`src/rtl/enc8b10b_pkg.sv`:
```
package enc8b10b_pkg;

    localparam int SYM_W = 8;
    localparam int GRP_W = 10;

    typedef struct packed {
        logic [GRP_W-1:0] grp;     // bit 0 = a (sent first)
        logic             rd_end;  // 1 = positive
        logic             kbad;
    } sym_res_t;

    // 5b/6b sub-table, negative-disparity form, literal written abcdei
    function automatic logic [5:0] six_neg(input logic [4:0] x);
        logic [5:0] s;
        case (x)
            5'd0:  s = 6'b100111;  5'd1:  s = 6'b011101;
            5'd2:  s = 6'b101101;  5'd3:  s = 6'b110001;
            5'd4:  s = 6'b110101;  5'd5:  s = 6'b101001;
            5'd6:  s = 6'b011001;  5'd7:  s = 6'b111000;
            5'd8:  s = 6'b111001;  5'd9:  s = 6'b100101;
            5'd10: s = 6'b010101;  5'd11: s = 6'b110100;
            5'd12: s = 6'b001101;  5'd13: s = 6'b101100;
            5'd14: s = 6'b011100;  5'd15: s = 6'b010111;
            5'd16: s = 6'b011011;  5'd17: s = 6'b100011;
            5'd18: s = 6'b010011;  5'd19: s = 6'b110010;
            5'd20: s = 6'b001011;  5'd21: s = 6'b101010;
            5'd22: s = 6'b011010;  5'd23: s = 6'b111010;
            5'd24: s = 6'b110011;  5'd25: s = 6'b100110;
            5'd26: s = 6'b010110;  5'd27: s = 6'b110110;
            5'd28: s = 6'b001110;  5'd29: s = 6'b101110;
            5'd30: s = 6'b011110;  default: s = 6'b101011;
        endcase
        return s;
    endfunction

    // 3b/4b sub-table, negative-disparity form, literal written fghj
    function automatic logic [3:0] four_neg(input logic [2:0] y);
        logic [3:0] s;
        case (y)
            3'd0: s = 4'b1011;  3'd1: s = 4'b1001;
            3'd2: s = 4'b0101;  3'd3: s = 4'b1100;
            3'd4: s = 4'b1101;  3'd5: s = 4'b1010;
            3'd6: s = 4'b0110;  default: s = 4'b1110;
        endcase
        return s;
    endfunction

    function automatic logic legal_k(input logic [7:0] b);
        return (b[4:0] == 5'd28) || (b == 8'hF7) || (b == 8'hFB) ||
               (b == 8'hFD) || (b == 8'hFE);
    endfunction

    function automatic sym_res_t encode_sym(input logic [7:0] b,
                                            input logic       is_k,
                                            input logic       rd_in);
        sym_res_t   r;
        logic [7:0] v;
        logic [5:0] s6;
        logic [3:0] s4;
        logic       k28, rd6, alt, pol4;
        r.kbad = is_k && !legal_k(b);
        v      = r.kbad ? 8'hBC : b;
        k28    = is_k && (v[4:0] == 5'd28);
        s6     = k28 ? 6'b001111 : six_neg(v[4:0]);
        if (rd_in && (k28 || ($countones(s6) != 3) || (v[4:0] == 5'd7)))
            s6 = ~s6;
        rd6 = ($countones(s6) == 3) ? rd_in : ~rd_in;
        alt = (v[7:5] == 3'd7) &&
              (is_k || (rd6  && (v[4:0] == 5'd11 || v[4:0] == 5'd13 || v[4:0] == 5'd14))
                    || (!rd6 && (v[4:0] == 5'd17 || v[4:0] == 5'd18 || v[4:0] == 5'd20)));
        s4   = alt ? 4'b0111 : four_neg(v[7:5]);
        pol4 = k28 ? 1'b1 : rd6;
        if (pol4 && (($countones(s4) != 2) || (v[7:5] == 3'd3)))
            s4 = ~s4;
        if (k28 && rd_in)
            s4 = ~s4;
        r.grp    = {s4[0], s4[1], s4[2], s4[3],
                    s6[0], s6[1], s6[2], s6[3], s6[4], s6[5]};
        r.rd_end = ($countones(r.grp) == 5) ? rd_in : ~rd_in;
        return r;
    endfunction

endpackage

```
`src/rtl/enc_slice.sv`:
```
module enc_slice
    import enc8b10b_pkg::*;
(
    input  logic             active,
    input  logic [SYM_W-1:0] byte_in,
    input  logic             is_k,
    input  logic             rd_in,
    output logic [GRP_W-1:0] grp,
    output logic             kbad,
    output logic             rd_out
);

    sym_res_t res;

    always_comb begin
        res = encode_sym(byte_in, is_k, rd_in);
        if (active) begin
            grp    = res.grp;
            kbad   = res.kbad;
            rd_out = res.rd_end;
        end else begin
            grp    = '0;
            kbad   = 1'b0;
            rd_out = rd_in;
        end
    end

    // every produced group carries a legal weight
    always_comb begin
        assert_group_weight_R7: assert (!active ||
            (($countones(res.grp) >= 4) && ($countones(res.grp) <= 6)));
    end

endmodule

```
`src/rtl/enc_out_stage.sv`:
```
module enc_out_stage #(
    parameter int CODE_W = 20,
    parameter int LANES  = 2
) (
    input  logic              clk,
    input  logic              rst,
    input  logic              bypass,
    input  logic [CODE_W-1:0] raw_in,
    input  logic [CODE_W-1:0] enc_word,
    input  logic [LANES-1:0]  enc_bad,
    input  logic              rd_next,
    output logic [CODE_W-1:0] code_q,
    output logic [LANES-1:0]  kerr_q,
    output logic              rd_q
);

    always_ff @(posedge clk) begin
        if (rst) begin
            code_q <= '0;
            kerr_q <= '0;
            rd_q   <= 1'b0;
        end else if (bypass) begin
            code_q <= raw_in;
            kerr_q <= '0;
        end else begin
            code_q <= enc_word;
            kerr_q <= enc_bad;
            rd_q   <= rd_next;
        end
    end

    // pass-through is exact and leaves disparity alone
    assert_bypass_exact_R11: assert property (@(posedge clk) disable iff (rst)
        bypass |=> (code_q == $past(raw_in)) && (kerr_q == '0) && (rd_q == $past(rd_q)));

endmodule

```
`src/rtl/enc8b10b_cascade.sv`:
```
module enc8b10b_cascade
    import enc8b10b_pkg::*;
#(
    parameter int NUM_SLICES = 2
) (
    input  logic                        clk,
    input  logic                        rst,
    input  logic                        wide_mode,
    input  logic                        bypass,
    input  logic                        rd_force,
    input  logic                        rd_force_val,
    input  logic [NUM_SLICES*SYM_W-1:0] data_in,
    input  logic [NUM_SLICES-1:0]       ctl_in,
    input  logic [NUM_SLICES*GRP_W-1:0] raw_in,
    output logic [NUM_SLICES*GRP_W-1:0] code_out,
    output logic [NUM_SLICES-1:0]       kerr_out,
    output logic                        rd_out
);

    localparam int CODE_W = NUM_SLICES * GRP_W;

    logic                  rd_q;
    logic [NUM_SLICES:0]   rd_chain;
    logic [CODE_W-1:0]     enc_word;
    logic [NUM_SLICES-1:0] enc_bad;

    assign rd_chain[0] = rd_force ? rd_force_val : rd_q;

    for (genvar i = 0; i < NUM_SLICES; i++) begin : g_lane
        localparam bit FIRST = (i == 0);
        logic lane_on;
        assign lane_on = FIRST | wide_mode;

        enc_slice u_slice (
            .active  (lane_on),
            .byte_in (data_in[i*SYM_W +: SYM_W]),
            .is_k    (ctl_in[i]),
            .rd_in   (rd_chain[i]),
            .grp     (enc_word[i*GRP_W +: GRP_W]),
            .kbad    (enc_bad[i]),
            .rd_out  (rd_chain[i+1])
        );
    end

    enc_out_stage #(.CODE_W(CODE_W), .LANES(NUM_SLICES)) u_out (
        .clk      (clk),
        .rst      (rst),
        .bypass   (bypass),
        .raw_in   (raw_in),
        .enc_word (enc_word),
        .enc_bad  (enc_bad),
        .rd_next  (rd_chain[NUM_SLICES]),
        .code_q   (code_out),
        .kerr_q   (kerr_out),
        .rd_q     (rd_q)
    );

    assign rd_out = rd_q;

    // lower group weight agrees with its starting disparity
    assert_start_column_R4: assert property (@(posedge clk) disable iff (rst)
        !bypass |=> (($past(rd_force) ? $past(rd_force_val) : $past(rd_q))
                     ? ($countones(code_out[GRP_W-1:0]) <= 5)
                     : ($countones(code_out[GRP_W-1:0]) >= 5)));

    // an error flag always comes with K28.5 in either disparity
    assert_bad_k_sub_R10: assert property (@(posedge clk) disable iff (rst)
        kerr_out[0] |-> (code_out[GRP_W-1:0] == 10'h17C) || (code_out[GRP_W-1:0] == 10'h283));

    if (NUM_SLICES > 1) begin : g_chain_chk
        // upper lane silent in single-width mode
        assert_upper_idle_R1: assert property (@(posedge clk) disable iff (rst)
            (!wide_mode && !bypass) |=>
                (code_out[CODE_W-1:GRP_W] == '0) && (kerr_out[NUM_SLICES-1:1] == '0));

        // upper group starts from the lower group's ending disparity
        assert_chain_link_R2: assert property (@(posedge clk) disable iff (rst)
            (wide_mode && !bypass) |=>
                ((($past(rd_force) ? $past(rd_force_val) : $past(rd_q))
                  ^ ($countones(code_out[GRP_W-1:0]) != 5))
                 ? ($countones(code_out[2*GRP_W-1:GRP_W]) <= 5)
                 : ($countones(code_out[2*GRP_W-1:GRP_W]) >= 5)));
    end

endmodule

```
`config.mk`:
```
export PLATFORM = sky130hd
export DESIGN_NAME = enc8b10b_cascade
export DESIGN_NICKNAME = d
export VERILOG_FILES = /design/src/rtl/enc8b10b_pkg.sv /design/src/rtl/enc_slice.sv /design/src/rtl/enc_out_stage.sv /design/src/rtl/enc8b10b_cascade.sv
export SDC_FILE = /design/constraint.sdc
export NUM_CORES = 1
export LEC_CHECK = 0
export BUFFER_PORTS_ARGS = -buffer_cell sky130_fd_sc_hd__buf_4
export CORE_MARGIN = 4
export CORE_UTILIZATION = 55
export DETAILED_ROUTE_END_ITERATION = 10
export PLACE_DENSITY = 0.79
export REMOVE_ABC_BUFFERS = 1
export SKIP_CTS_REPAIR_TIMING = 1
export SLEW_MARGIN = 20
export SYNTH_ARGS = -nofsm -noshare
export SYNTH_HDL_FRONTEND = slang
export SYNTH_SLANG_ARGS = --single-unit
```
`constraint.sdc`:
```
create_clock -name clk -period 28.6 [get_ports clk]
set_clock_uncertainty 0.1 [all_clocks]
set_input_delay 5.72 -clock clk [delete_from_list [all_inputs] [get_ports clk]]
set_output_delay 5.72 -clock clk [all_outputs]
set_load 0.01 [all_outputs]
```
==> results of run 1 <==
-- per-layer routing --
| layer | track usage [%] | wire length, um | vias up |
|---|---|---|---|
| li1 | - | - | 1897 |
| met1 | 35.44 | 4793 | 1807 |
| met2 | 38.54 | 4589 | 178 |
| met3 | 4.833 | 910 | 18 |
| met4 | 5.995 | 142 | 0 |
| met5 | 0 | 0 | - |
-- sequential cells by signal (all words and copies together), names as in the netlist --
signal / count
u_out.kerr_q: 2
u_out.rd_q: 1
u_out.code_q: 20
-- through the flow --
stage               instances  power, uW
floorplan                 478      248.7
global placement          621      300.4
detailed placement        621      315.9
CTS                       625      339.9
global route              625      375.1
finish                    625      341.6
-- report_power, final --
part | switching (uW) | internal [uW]
Combinational | 159 | 121
Clock | 12.2 | 9.80
Sequential | 1.66 | 37.7
Total | 173 | 169
-- cell usage after synthesis (4+ instances only) --
cell,instances,area (um2)
nor2b_1,6,37.54
or3_1,6,37.54
a21oi_1,31,155.2
o211ai_1,7,52.55
a221o_1,4,40.04
nand2b_1,8,50.05
clkbuf_1,12,45.04
a311oi_1,4,35.03
inv_1,38,142.6
nand2_1,51,191.4
xnor2_1,18,157.7
o21a_1,4,30.03
a22oi_1,6,45.04
a21o_1,5,37.54
nor4b_1,5,43.79
o21ai_0,18,90.09
buf_2,6,30.03
fa_1,16,320.3
nor4_1,5,31.28
nor2_1,52,195.2
nand3_1,21,105.1
a31oi_1,4,25.02
o22ai_1,5,31.28
and3_1,6,37.54
dfxtp_1,23,460.4
nand3b_1,7,52.55
mux2i_1,9,90.09
a211oi_1,4,30.03
nor3_1,12,60.06
or2_2,6,37.54
o31ai_1,6,45.04
ha_1,37,462.9
-- worst max-delay path by stage --
| stage | startpoint | slack [ns] | cells after the start | end |
|---|---|---|---|---|
| 5_1_grt | data_in[3] | 1.76 | 79 | u_out.rd_q |
| 3_5_place_dp | data_in[3] | 3.02 | 79 | u_out.rd_q |
| 2_1_floorplan | data_in[0] | 5.40 | 78 | u_out.rd_q |
| 3_3_place_gp | data_in[0] | 3.63 | 79 | u_out.rd_q |
| 6_report | data_in[3] | 2.97 | 79 | u_out.rd_q |
| 4_1_cts | data_in[3] | 3.24 | 79 | u_out.rd_q |
-- critical path, delay by kind of cell --
kind	cells	cell delay, ns
fa+ha+maj	20	7.56
compound gates	25	5.42
simple gates	23	5.07
xor+xnor	4	0.83
buf+inv	5	0.63
mux	2	0.43
-- kinds of logic after synthesis --
group                      after synthesis
DFF                                     23
xor gates and xnor gates                20
adders and majority gates               53
muxes                                   11
and+or+nand+nor                        200
AOI/OAI and AO/OA                      131
buffers and inverters                   62
-- layout make-up --
type / instances / area, um2 / share of cell area (%)
multi-input combinational: 415 / 3053 / 70.97
timing repair buffer: 66 / 495.5 / 11.52
sequential: 23 / 460.4 / 10.70
inverter: 40 / 150.1 / 3.490
tap: 77 / 96.34 / 2.240
clock buffer: 3 / 41.29 / 0.9599
clock inverter: 1 / 5.005 / 0.1163
==> metrics, run 1 <==
status=finished clean; DR DRC count=0; Clk pin slew, worst setup/hold paths=0.10 ns; hold depth=2; Place WS=3.020 ns; CP Capture Type=flop; Clk Tree Root Cell=clkbuf_8; Synth Register Bits=23; vias per std cell=6.240; RR Startpoint=u_out.rd_q; H-tree Lvls=1; fin crit share=between 80 and 90%; CTS tree=done; post-synthesis mux area share=3.094%; GR Util All Layers=approximately 25%; Final #Nets=646; sequential fraction of the synthesis area=roughly an eighth; Critical Path RT=28.68 ns; IO Port Bufs=66; die width=90.70 um; post-layout min period=25.63 ns; clk sink count=23; RSZ-0062 raised after global routing=false; initial drt markers=394; vias in the first global route=3,640; path depth of the worst reg2reg path=61; Max Slew Vio Count=0; Layout area overhead=14.37%; Skew-Pair Late Insertion Delay=0.29 ns; Warnings, synthesis=0; DR WL/cell=16.70 um; area fraction in and, or, nand and nor cells after synthesis=26.88%; VDD IR max=0.09335 mV; slowest stage cell, crit path=or4b_2; core area=0.006495 mm2; Critical Path Source Type=input pin; CP max FO=23; DPL Wire Length=between 8000 and 9000 um; worst hold endpoint=u_out.rd_q; FFs w/ async S/R, synth=0%; pin count of the biggest net entering global routing=28; Least-Margin Pin Slew=0.9936 ns; layout cells sized above 1=17.34%; DIE HEIGHT=90.70 um; commonest cells after routing, fill and taps aside=66 x buf_4, 52 x nor2_1, 51 x nand2_1; DRT Pass-1 Iters=6; Most used DFF post-synth=dfxtp_1; EDFF count, synth=0; final instance area=approximately 0.0043 mm2; Ant. Diodes=0; aggregate global routing overflow=0; Hold Crit Class=flop to flop; fmax=39.02 MHz; max_slew headroom=33.15%; hold_sp=u_out.rd_q; endpoints failing hold=0; Worst EP arrival=between 20 and 30 ns; initial antenna violation count=0; Core Util, Final=between 60% and 70%; io pins=67; Max-Cap Viols=0; Routed WL=10,440 um; Worst R2R End=u_out.rd_q; Static Leak=between 0.0015 and 0.002 uW; first-pass GRT wire length=17,310 um; Synth Cell Area=0.003761 mm2; Adder-Cell Fraction of Synth Area=20.83%; most frequent CP cell=ha_1; Num CTS Buffers=3; final setup vio count=0; CP peak stage delay=0.63 ns; Synth Area in XOR/XNOR=around 4.7%; PD cells=79.41 mW/mm2; kind of critical path=input pin to flop; row count=29; DP Area=0.004255 mm2; initial core utilization=57.91%; Compound-Gate Fraction of Synth Area=25.72%; Worst Slack Setup Final=2.975 ns; Layout fillers=571; Mean Syn Cell Area=7.522 um2; main combinational cell family by area after synthesis=simple AND/OR/NAND/NOR gates; die area=0.008226 mm2; FF-to-FF setup slack=11.68 ns; global placement routability congestion=0.9390; Clock Path Buffers=2; post-route setup TNS=0 ns; Cells after Synth=500; most common cell after layout, fill and taps aside=buf_4; via count=3,900; Min Hold Slack=~0.48 ns; antenna viol nets, final=0; Netlist cell types=76
No activity file was read; power rests on OpenSTA's default activity.
==> run 2, diff against run 1 <==
--- a/config.mk
+++ b/config.mk
@@ -6,10 +6,12 @@
 export NUM_CORES = 1
 export LEC_CHECK = 0
 export BUFFER_PORTS_ARGS = -buffer_cell sky130_fd_sc_hd__buf_4
+export CELL_PAD_IN_SITES_DETAIL_PLACEMENT = 0
+export CELL_PAD_IN_SITES_GLOBAL_PLACEMENT = 2
 export CORE_MARGIN = 4
-export CORE_UTILIZATION = 55
+export CORE_UTILIZATION = 33
 export DETAILED_ROUTE_END_ITERATION = 10
-export PLACE_DENSITY = 0.79
+export PLACE_DENSITY_LB_ADDON = 0.1
 export REMOVE_ABC_BUFFERS = 1
 export SKIP_CTS_REPAIR_TIMING = 1
 export SLEW_MARGIN = 20
==> run 2 against run 1 <==
Against the previous run:
- critical path depth unchanged
- non-clock buffer count unchanged
- sequential power about the same
- global-route usage fell by 8.4 points
- routed wire length increased by 2.5%
- critical endpoint unchanged
- largest cell class unchanged
- first-iteration DRC count shrank 40%
==> metrics, run 2 (same netlist as run 1, synthesis figures left out) <==
CTS tree=done; sequential power share=11.5%; VDD IR max=0.04853 mV; Num CTS Buffers=3; Layout Cells excl Fill=slightly below 700; CP peak stage delay=0.64 ns; hold_sp=u_out.rd_q; DIE HEIGHT=between 100 and 150 um; H-tree Lvls=1; IO Port Bufs=66; commonest cells after routing, fill and taps aside=66 x buf_4, 52 x nor2_1, 51 x nand2_1; combinational power share=79.7%; core area=around 0.011 mm2; GR Util All Layers=16.45%; Critical Path Source Type=input pin; clk sink count=23; Place WS=around 3.3 ns; max_slew headroom=34.90%; Clk pin slew, worst setup/hold paths=0.06 ns; pin count of the biggest net entering global routing=28; Worst Slack Setup Final=3.663 ns; die width=114.8 um; Int Power=~180 uW; CP max FO=23; io pins=67; Static Leak=around 0.0019 uW; vias in the first global route=3,582; DPL Wire Length=8821 um; layout cells sized above 1=17.34%; slowest stage cell, crit path=or4b_2; Max-Cap Viols=0; Worst R2R End=u_out.rd_q; Clk Tree Root Cell=clkbuf_16; global placement routability congestion=0.7851; Clock Power Share=under 10%; Max Slew Vio Count=0; PD cells=77.71 mW/mm2; most frequent CP cell=ha_1; Routed WL=between 10,000 and 15,000 um; most common cell after layout, fill and taps aside=buf_4; status=finished clean; RSZ-0062 raised after global routing=false; Worst EP arrival=about 25 ns; max reg flops=20; first-pass GRT wire length=18,040 um; Post-Place Cells=684; RR Startpoint=u_out.rd_q; Critical Path RT=~29 ns; Layout fillers=1,153; Ant. Diodes=0; Skew-Pair Late Insertion Delay=0.26 ns; biggest regs=u_out.code_q (20), u_out.kerr_q (2), u_out.rd_q (1); DRT Pass-1 Iters=4; antenna viol nets, final=0; Least-Margin Pin Slew=0.9675 ns; initial drt markers=around 240; initial antenna violation count=0; post-route setup TNS=0 ns; worst hold endpoint=u_out.rd_q; Core Util, Final=40.19%; FF-to-FF setup slack=12.44 ns; aggregate global routing overflow=0; Hold Crit Class=flop to flop; Most flops, register=u_out.code_q; Layout area overhead=17.37%; vias per std cell=5.401; final setup vio count=0; Switching Power=165.9 uW; initial core utilization=between 30% and 40%; fin crit share=87.19%; post-layout min period=24.94 ns; Clock Path Buffers=2; kind of critical path=input pin to flop; DR DRC count=0; endpoints failing hold=0; path depth of the worst reg2reg path=61; CP Capture Type=flop; Final #Nets=646; switching share of power=48.37%; DR WL/cell=15.55 um; die area=0.01317 mm2; via count=between 3,000 and 4,000; fmax=~40 MHz; row count=38; hold depth=2
[run 2: layout make-up]
class / count / area [um2] / share of cell area [%]
Multi-Input combinational cell: 415 / 3053 / 69.16
Timing Repair Buffer: 66 / 495.5 / 11.22
Sequential cell: 23 / 460.4 / 10.43
Tap cell: 140 / 175.2 / 3.968
Inverter: 40 / 150.1 / 3.401
Clock buffer: 3 / 75.07 / 1.701
Clock inverter: 1 / 5.005 / 0.1134
[run 2: worst max-delay path by stage]
| stage | end | start | slack [ns] | cells past startpoint |
|---|---|---|---|---|
| detailed placement | u_out.rd_q | data_in[3] | 3.29 | 79 |
| floorplan | u_out.rd_q | data_in[0] | 5.40 | 78 |
| global placement | u_out.rd_q | data_in[3] | 3.49 | 79 |
| finish | u_out.rd_q | data_in[3] | 3.66 | 79 |
| global route | u_out.rd_q | data_in[3] | 2.08 | 79 |
| CTS | u_out.rd_q | data_in[3] | 3.49 | 79 |
[run 2: power by group through the flow]
stage / clock network (uW) / registers [uW] / logic (uW)
floorplan: 0 / 43.1 / 206
global placement: 0 / 40.3 / 269
CTS: 31.2 / 39.7 / 276
finish: 30.2 / 39.6 / 273
global route: 32.4 / 40.3 / 311
detailed placement: 0 / 40.4 / 273
[run 2: routing by layer]
layer | routed length (um) | track usage (%) | vias up
li1 | - | - | 1893
met1 | 5504 | 25.28 | 1728
met2 | 4458 | 24.80 | 90
met3 | 666 | 2.105 | 5
met4 | 68 | 2.895 | 0
met5 | 0 | 0 | -
[run 2: critical path: cells and delay by family]
family	cells	cell delay, ns
muxes	2	0.39
buffers and inverters	5	0.63
AOI/OAI and AO/OA	25	5.17
and+or+nand+nor	23	4.80
xor gates and xnor gates	4	0.78
adders and majority gates	20	7.50
[run 2: through the flow]
stage          power [uW]  cell area (um2)  hold WS, ns
3_5_place_dp        313.7             4334       0.4653
2_1_floorplan       248.7             3664       0.4456
4_1_cts             346.5             4414       0.4740
3_3_place_gp        309.0             4334       0.4745
5_1_grt             383.7             4414       0.5224
6_report            343.0             4414       0.4677
